### config.mk
export PLATFORM = sky130hd
export DESIGN_NAME = gcd_gen
export DESIGN_NICKNAME = d
export VERILOG_FILES = /design/src/rtl/gcd_pkg.sv /design/src/rtl/gcd_run_ctrl.sv /design/src/rtl/gcd_phase_cnt.sv /design/src/rtl/gcd_out_shape.sv /design/src/rtl/gcd_gen.sv
export SDC_FILE = /design/constraint.sdc
export NUM_CORES = 1
export LEC_CHECK = 0
export BUFFER_PORTS_ARGS = -buffer_cell sky130_fd_sc_hd__buf_2
export CAP_MARGIN = 5
export CELL_PAD_IN_SITES_DETAIL_PLACEMENT = 1
export CELL_PAD_IN_SITES_GLOBAL_PLACEMENT = 1
export CORE_ASPECT_RATIO = 1.1
export CORE_MARGIN = 5
export CORE_UTILIZATION = 45
export DETAILED_ROUTE_END_ITERATION = 8
export GPL_ROUTABILITY_DRIVEN = 1
export PLACE_DENSITY_LB_ADDON = 0.05
export SETUP_SLACK_MARGIN = 0.3
export SYNTH_ARGS = -nofsm -noshare
export SYNTH_HDL_FRONTEND = slang
export SYNTH_SLANG_ARGS = --single-unit
### constraint.sdc
create_clock -name clk -period 6.8 [get_ports clk]
set_clock_uncertainty 0.1 [all_clocks]
set_input_delay 1.36 -clock clk [delete_from_list [all_inputs] [get_ports clk]]
set_output_delay 1.36 -clock clk [all_outputs]
set_load 0.01 [all_outputs]
### src/rtl/gcd_pkg.sv
// Shared constants and configuration type for the clock generator.
package gcd_pkg;
    localparam int DIV_W = 16;                  // width of the divide field
    localparam int EXP_W = 5;                   // exponent bits used in binary mode
    localparam int CNT_W = (1 << EXP_W) + 1;    // phase counter wide enough for 2^(2^EXP_W)
    localparam int SH_W  = $clog2(CNT_W);

    typedef struct packed {
        logic             bin_mode;
        logic             duty_fix;
        logic [DIV_W-1:0] div;
    } gcd_cfg_t;
endpackage

### src/rtl/gcd_run_ctrl.sv
// Run control: decides whether the next output period is produced.
// Assumes wrap_i pulses on the last source cycle of each running period.
module gcd_run_ctrl (
    input  logic clk,
    input  logic rst_n,
    input  logic gen_en,
    input  logic stby_req,
    input  logic stby_run,
    input  logic wrap_i,
    output logic run_q
);
    logic go;

    // Run is wanted when enabled and not held off by standby.
    always_comb go = gen_en && !(stby_req && !stby_run);

    // Start from idle at once, stop only at a period boundary.
    always_ff @(posedge clk) begin
        if (!rst_n)               run_q <= 1'b0;
        else if (!run_q || wrap_i) run_q <= go;
    end

    AST_STOP_ON_BOUNDARY: assert property (@(posedge clk) disable iff (!rst_n)
        $fell(run_q) |-> $past(wrap_i));
endmodule

### src/rtl/gcd_phase_cnt.sv
// Phase counter: counts source cycles within a period and forms the
// registered divided level. Settings are captured at period starts.
// Assumes run_q comes from gcd_run_ctrl and changes only at boundaries.
module gcd_phase_cnt
    import gcd_pkg::*;
(
    input  logic     clk,
    input  logic     rst_n,
    input  logic     run_q,
    input  gcd_cfg_t cfg_i,
    output logic     wrap_o,
    output logic     div_q,
    output logic     live_q,
    output logic     pass_o,
    output logic     odd_fix_o
);
    gcd_cfg_t               cfg_q;
    logic [CNT_W-1:0]       cnt;
    logic [CNT_W-1:0]       last;
    logic [CNT_W-1:0]       half;
    logic [EXP_W-1:0]       expo;
    logic [SH_W-1:0]        sh;
    logic [CNT_W-1:0]       ones;

    // Period length and high length from the captured settings.
    always_comb begin
        expo      = cfg_q.div[EXP_W-1:0];
        ones      = '1;
        sh        = SH_W'(CNT_W - 1) - SH_W'(expo);
        pass_o    = !cfg_q.bin_mode && (cfg_q.div <= DIV_W'(1));
        odd_fix_o = !cfg_q.bin_mode && cfg_q.duty_fix && cfg_q.div[0] && !pass_o;
        if (cfg_q.bin_mode) begin
            last = ones >> sh;
            half = CNT_W'(1) << expo;
        end else if (pass_o) begin
            last = '0;
            half = CNT_W'(1);
        end else begin
            last = CNT_W'(cfg_q.div) - CNT_W'(1);
            half = CNT_W'(cfg_q.div >> 1);
        end
    end

    // End of the current period.
    always_comb wrap_o = run_q && (cnt == last);

    // Capture settings while idle and at each period boundary.
    always_ff @(posedge clk) begin
        if (!rst_n)               cfg_q <= '0;
        else if (!run_q || wrap_o) cfg_q <= cfg_i;
    end

    // Advance the phase counter while running.
    always_ff @(posedge clk) begin
        if (!rst_n || !run_q) cnt <= '0;
        else if (wrap_o)      cnt <= '0;
        else                  cnt <= cnt + CNT_W'(1);
    end

    // Registered divided level and output-valid flag, one cycle behind run.
    always_ff @(posedge clk) begin
        if (!rst_n) begin
            div_q  <= 1'b0;
            live_q <= 1'b0;
        end else begin
            div_q  <= run_q && (cnt < half);
            live_q <= run_q;
        end
    end

    AST_CNT_IN_RANGE: assert property (@(posedge clk) disable iff (!rst_n)
        run_q |-> (cnt <= last));
    AST_IDLE_DIV_LOW: assert property (@(posedge clk) disable iff (!rst_n)
        !run_q |=> !div_q);
endmodule

### src/rtl/gcd_out_shape.sv
// Output shaping: half-cycle stretch on the falling edge, pass-through
// gating, idle level and pad gating.
// Assumes div_q and live_q change only on rising source edges.
module gcd_out_shape (
    input  logic clk,
    input  logic rst_n,
    input  logic div_q,
    input  logic live_q,
    input  logic pass_i,
    input  logic odd_fix_i,
    input  logic off_level,
    input  logic pad_en,
    output logic run_n,
    output logic gclk_o,
    output logic pad_clk_o
);
    logic ext_n;
    logic core;
    logic live_sel;

    // Falling-edge copies: half-cycle stretch and glitch-free bypass gate.
    always_ff @(negedge clk) begin
        if (!rst_n) begin
            ext_n <= 1'b0;
            run_n <= 1'b0;
        end else begin
            ext_n <= div_q && odd_fix_i;
            run_n <= live_q;
        end
    end

    // Select bypass or divided waveform, idle level when stopped.
    always_comb begin
        core      = pass_i ? clk : (div_q || ext_n);
        live_sel  = pass_i ? run_n : live_q;
        gclk_o    = live_sel ? core : off_level;
        pad_clk_o = pad_en && gclk_o;
    end
endmodule

### src/rtl/gcd_gen.sv
// Top of the clock generator: run control, phase counter and shaping.
// Assumes all inputs are synchronous to clk.
module gcd_gen (
    input  logic        clk,
    input  logic        rst_n,
    input  logic [15:0] div_val,
    input  logic        bin_mode,
    input  logic        duty_fix,
    input  logic        off_level,
    input  logic        pad_en,
    input  logic        gen_en,
    input  logic        stby_req,
    input  logic        stby_run,
    output logic        gclk_o,
    output logic        pad_clk_o,
    output logic        gen_active_o
);
    import gcd_pkg::*;

    gcd_cfg_t cfg;
    logic     run_q, wrap, div_q, live_q, pass, odd_fix, run_n;

    // Bundle the settings for capture.
    always_comb cfg = '{bin_mode: bin_mode, duty_fix: duty_fix, div: DIV_W'(div_val)};

    gcd_run_ctrl u_ctrl (
        .clk(clk), .rst_n(rst_n), .gen_en(gen_en), .stby_req(stby_req),
        .stby_run(stby_run), .wrap_i(wrap), .run_q(run_q)
    );

    gcd_phase_cnt u_cnt (
        .clk(clk), .rst_n(rst_n), .run_q(run_q), .cfg_i(cfg), .wrap_o(wrap),
        .div_q(div_q), .live_q(live_q), .pass_o(pass), .odd_fix_o(odd_fix)
    );

    gcd_out_shape u_shape (
        .clk(clk), .rst_n(rst_n), .div_q(div_q), .live_q(live_q), .pass_i(pass),
        .odd_fix_i(odd_fix), .off_level(off_level), .pad_en(pad_en),
        .run_n(run_n), .gclk_o(gclk_o), .pad_clk_o(pad_clk_o)
    );

    // Activity stays up until every output stage has gone idle.
    always_comb gen_active_o = run_q || live_q || run_n;

    AST_STATUS_HOLD: assert property (@(posedge clk) disable iff (!rst_n)
        ($fell(gen_en) && run_q) |=> gen_active_o);
endmodule

Yosys cells after proc, flatten, opt, wreduce, memory -nomap -nowiden. Index checks and enable logic that the tools add are counted.

Equal/unequal tests: 1. Add/sub/neg operators: 3. Reduce and logical (&&, ||, !) cells: 22. Multiplexer cells: 7. Shift-type cells: 2. Order comparisons: 2.

Operator list (count): 33-bit two-way mux (3); 33-bit by 1-bit adder with 33-bit output (second input constant) (1); 33-bit == test (1); 33-bit < comparator (1); 1-bit by 5-bit << shifter with 33-bit output (first input constant) (1); 33-bit by 6-bit right shift with 33-bit output (first input constant) (1); 16-bit by 1-bit subtractor with 17-bit output (second input constant) (1); 16-bit by 1-bit less-or-equal comparator with 1-bit output (second input constant) (1); 15-bit two-way mux (1); 1-bit logical AND (10); 1-bit logical NOT (6); 6-bit by 5-bit subtractor with 6-bit output (first input constant) (1); 1-bit logical OR (5); 1-bit two-way mux (3); 2-bit OR reduction (1).

Output and inout bits: 3. Word-level logic and storage cells: 46. Flip-flop bits (word level): 56. Bits of input ports: 25.

Depth between registers and ports, before layout.
Depth after elaboration: 7. Mapped depth: 17. Depth with buffers taken out: 13.

Modules after synthesis. A second synthesis with hierarchy kept.

Cells, all modules: 773. Area total of the unflattened synthesis: 5824.3 µm².

By module, submodules not included: gcd_phase_cnt (area each 5671.7 µm², times used 1, cells each 755, sequential area each 1061.0 µm²); gcd_out_shape (area each 103.8 µm², times used 1, cells each 12, sequential area each 40.0 µm²); gcd_run_ctrl (area each 42.5 µm², times used 1, cells each 5, sequential area each 20.0 µm²); gcd_gen (area each 6.3 µm², times used 1, cells each 1, sequential area each 0.0 µm²).

==> results.py <==
metrics = {
    "run_status": {
        "status": "complete, no violations",
    },
    "route": {
        "drt_iter0_markers": 540,
        "drc": 0,
        "first_pass_iters": 5,
        "route.final.wire_length_um": 20300,
        "via_per_inst": 6.46,
        "routed_antenna_nets": 0,
        "wl_per_cell_um": 23.8,
        "vias": 5521,
    },
    "synth": {
        "synth_sequential_area_ratio_pct": 21.4,
        "area_of_the_mapped_netlist_mm2": 0.00525,
        "synthMostInstantiatedCell": "sky130_fd_sc_hd__nand2_1",
        "netlist_instances": 700,
        "syn_area_per_cell_um2": 7.49,
        "yosys_cell_types": 70,
        "yosys_warnings": 0,
        "postSynth.asyncResetShare_pct": 0,
        "synth_largest_area_cell": "sky130_fd_sc_hd__dfxtp_1",
        "ys_seq_elements": 56,
        "synth.top_cells.by_area": "sky130_fd_sc_hd__dfxtp_1 (21%), sky130_fd_sc_hd__ha_1 (9.8%), sky130_fd_sc_hd__nand2_1 (6.4%)",
        "post_synth_most_frequent_cells": "sky130_fd_sc_hd__nand2_1 (89), sky130_fd_sc_hd__nor2_1 (73), sky130_fd_sc_hd__dfxtp_1 (56), sky130_fd_sc_hd__ha_1 (41), sky130_fd_sc_hd__a21oi_1 (35)",
        "yosys_most_used_dff": "sky130_fd_sc_hd__dfxtp_1",
        "synth_enable_flop_cells": 0,
        "mappedNetlistNets": 766,
        "share_of_the_synthesized_area_in_the_top_cell_type_pct": 21.4,
    },
    "critical_path": {
        "worst_path_dominant_cell_family": "compound AO/OA/AOI/OAI gates",
        "crit_path_max_incr_delay_ns": 0.32,
        "worst_flop_to_flop_path_startpoint": "u_cnt.cfg_q[5]",
        "critPathCaptureType": "primary output",
        "path_class": "reg -> out",
        "worstSetupStartpointType": "flip-flop",
        "start_point_of_the_critical_path": "u_shape.run_n",
        "cp_data_required_time_ns": 5.34,
        "critical_path.slowest_cell": "sky130_fd_sc_hd__dfxtp_2",
        "critical_path_cell_list": "a21oi_2, a31oi_1, a31oi_1, clkbuf_16, clkbuf_16, and2_4, buf_6",
        "wp_data_arrival_ns": 5.17,
        "crit_buf_inv": 3,
        "largest_fanout_on_the_critical_path": 3,
    },
    "power_and_ir_drop": {
        "peakVddDrop_mv": 0.122,
        "power_mw": 1.18,
        "power_per_cell_area_mw_per_mm2": 203,
        "cellLeakagePower_nw": 2.24,
    },
    "min_path": {
        "worstHoldPathType": "reg -> reg",
        "hp-start": "u_cnt.cfg_q[16]",
    },
    "flow_run": {
        "drv.max_cap_violation_count": 0,
    },
    "final_layout": {
        "post_route_cells_drive_above_1_share_pct": 10.6,
        "layout-area-overhead-vs-synth_pct": 10.6,
        "antenna_cells": 0,
        "postLayoutCoreUtil_pct": 50.7,
        "nets_final": 769,
    },
    "floorplanning": {
        "fp.dieW_um": 113,
        "design.die.area_mm2": 0.0139,
        "initial_core_utilization_pct": 45.8,
        "pin_count": 28,
        "chipHeight_um": 123,
        "rows": 41,
        "design.core.area_mm2": 0.0114,
    },
    "sta": {
        "slew_headroom_pct": 32.6,
        "unrepaired_setup_endpoints_after_global_routing": "true",
        "whs_ns": 0.397,
        "hold_viol": 0,
        "finalSetupTns_ns": 0,
        "report.final.slew_viol_count": 0,
        "postLayoutSetupSlackWorst_ns": 0.167,
        "setup-violations-final": 0,
        "tightestPinTransition_ns": 1.00,
    },
    "grt": {
        "maximum_number_of_pins_on_one_net_before_global_route_repair": 62,
        "grt_overflow": 0,
        "antenna_found_initial": 0,
        "wire_length_of_the_first_global_routing_pass_um": 32300,
        "grt_pass1_vias": 5778,
        "gr-usage-all-layers_pct": 30.7,
    },
    "placed_design": {
        "place.port_buffers": 27,
        "place.gp.congestion": 1.01,
        "dpl_worst_slack_ns": 1.08,
        "dp_hpwl_um": 15500,
    },
    "clock_network": {
        "total_of_hold_buffers_inserted_after_clock_tree_synthesis": 0,
        "clkLatencyLatePin_ns": 0.43,
        "cts.reportedPaths.clkPinSlew_ns": 0.07,
        "cts_tree": "built",
    },
}
-- metal layers --
layer | up-vias | GRT usage [%] | wire (um)
li1 | 2556 | - | -
met1 | 2719 | 36.9 | 8450
met2 | 184 | 50.6 | 9790
met3 | 62 | 6.51 | 1090
met4 | 0 | 18.3 | 1010
met5 | - | 0 | 0
-- flip-flops by register name, summed over array words and instances (netlist names) --
register       count
u_cnt.cnt         33
u_cnt.live_q       1
u_shape.ext_n      1
u_shape.run_n      1
u_cnt.div_q        1
u_ctrl.run_q       1
u_cnt.cfg_q       18
-- where the power goes --
part / total, mW / internal [mW] / leakage, nW / switching [mW]
Clock: 0.475 / 0.301 / 0.213 / 0.174
Combinational: 0.340 / 0.114 / 1.57 / 0.226
Sequential: 0.362 / 0.339 / 0.457 / 0.0226
Total: 1.18 / 0.754 / 2.24 / 0.422
-- logic make-up after synthesis --
logic type	Yosys count	synth area share [%]
AO/OA/AOI/OAI	154	20.1
XOR/XNOR	49	8.18
AND/OR/NAND/NOR	309	30.1
flip-flops	56	21.4
multiplexers	24	4.75
adder cells (fa/ha/maj)	41	9.78
buffers and inverters	67	5.77
-- layout by cell type (no fill, tap or decap), types with 4 or more instances in the layout --
cell / netlist / routed
sky130_fd_sc_hd__nor2_1: 73 / 73
sky130_fd_sc_hd__and2_1: 5 / 4
sky130_fd_sc_hd__and4_1: 4 / 4
sky130_fd_sc_hd__nor3_1: 17 / 17
sky130_fd_sc_hd__nor2b_1: 17 / 17
sky130_fd_sc_hd__a32oi_1: 6 / 6
sky130_fd_sc_hd__o31ai_1: 11 / 11
sky130_fd_sc_hd__a21oi_1: 35 / 34
sky130_fd_sc_hd__clkbuf_16: 0 / 14
sky130_fd_sc_hd__xor2_1: 24 / 24
sky130_fd_sc_hd__or4_1: 6 / 6
sky130_fd_sc_hd__o22ai_1: 4 / 4
sky130_fd_sc_hd__o211ai_1: 12 / 12
sky130_fd_sc_hd__inv_1: 19 / 20
sky130_fd_sc_hd__nand4_1: 16 / 16
sky130_fd_sc_hd__nand2_1: 89 / 89
sky130_fd_sc_hd__mux2i_1: 20 / 20
sky130_fd_sc_hd__and3_1: 18 / 18
sky130_fd_sc_hd__buf_4: 0 / 7
sky130_fd_sc_hd__dfxtp_1: 56 / 54
sky130_fd_sc_hd__a31oi_1: 11 / 11
sky130_fd_sc_hd__o221ai_1: 4 / 4
sky130_fd_sc_hd__o21ai_0: 24 / 24
sky130_fd_sc_hd__buf_2: 4 / 25
sky130_fd_sc_hd__ha_1: 41 / 41
sky130_fd_sc_hd__a21o_1: 9 / 9
sky130_fd_sc_hd__nand2b_1: 8 / 8
sky130_fd_sc_hd__xnor2_1: 25 / 25
sky130_fd_sc_hd__nor4_1: 5 / 4
sky130_fd_sc_hd__nand3_1: 24 / 24
sky130_fd_sc_hd__or3_1: 5 / 5
-- per-stage QoR --
| step | cells | instance area (um^2) |
|---|---|---|
| floorplan | 700 | 5250 |
| global placement | 836 | 5400 |
| detailed placement | 836 | 5400 |
| CTS | 855 | 5800 |
| global route | 855 | 5800 |
| finish | 855 | 5800 |
-- final cells by class --
| type | count | area (um^2) |
|---|---|---|
| well taps | 150 | 188 |
| fillers | 1442 | 5640 |
| repair buffers | 32 | 178 |
| multi-input cells | 577 | 3840 |
| flip-flops and latches | 56 | 1120 |
| clock inverters | 5 | 28.8 |
| clock buffers | 17 | 377 |
| inverters | 18 | 67.6 |
-- worst register-to-register path, delay by kind of cell, from the launching register on --
kind / cells / cell delay, ns
and+or+nand+nor: 3 / 1.36
AOI/OAI and AO/OA: 1 / 0.37
DFF: 1 / 0.38
-- final timing paths --
kind	endpoint	cells after the start	slack, ns
min reg2reg	u_cnt.cfg_q[16]	2	0.40
min	u_cnt.cfg_q[16]	2	0.40
max	pad_clk_o	7	0.17
max reg2reg	u_shape.ext_n	4	1.12
-- repair_timing --
item,4_1_cts,5_1_grt
pin swaps,2,1
setup endpoints to repair,2,2
resized for setup,6,0
buffers inserted,0,0
Power figures use the tool's default switching activity.
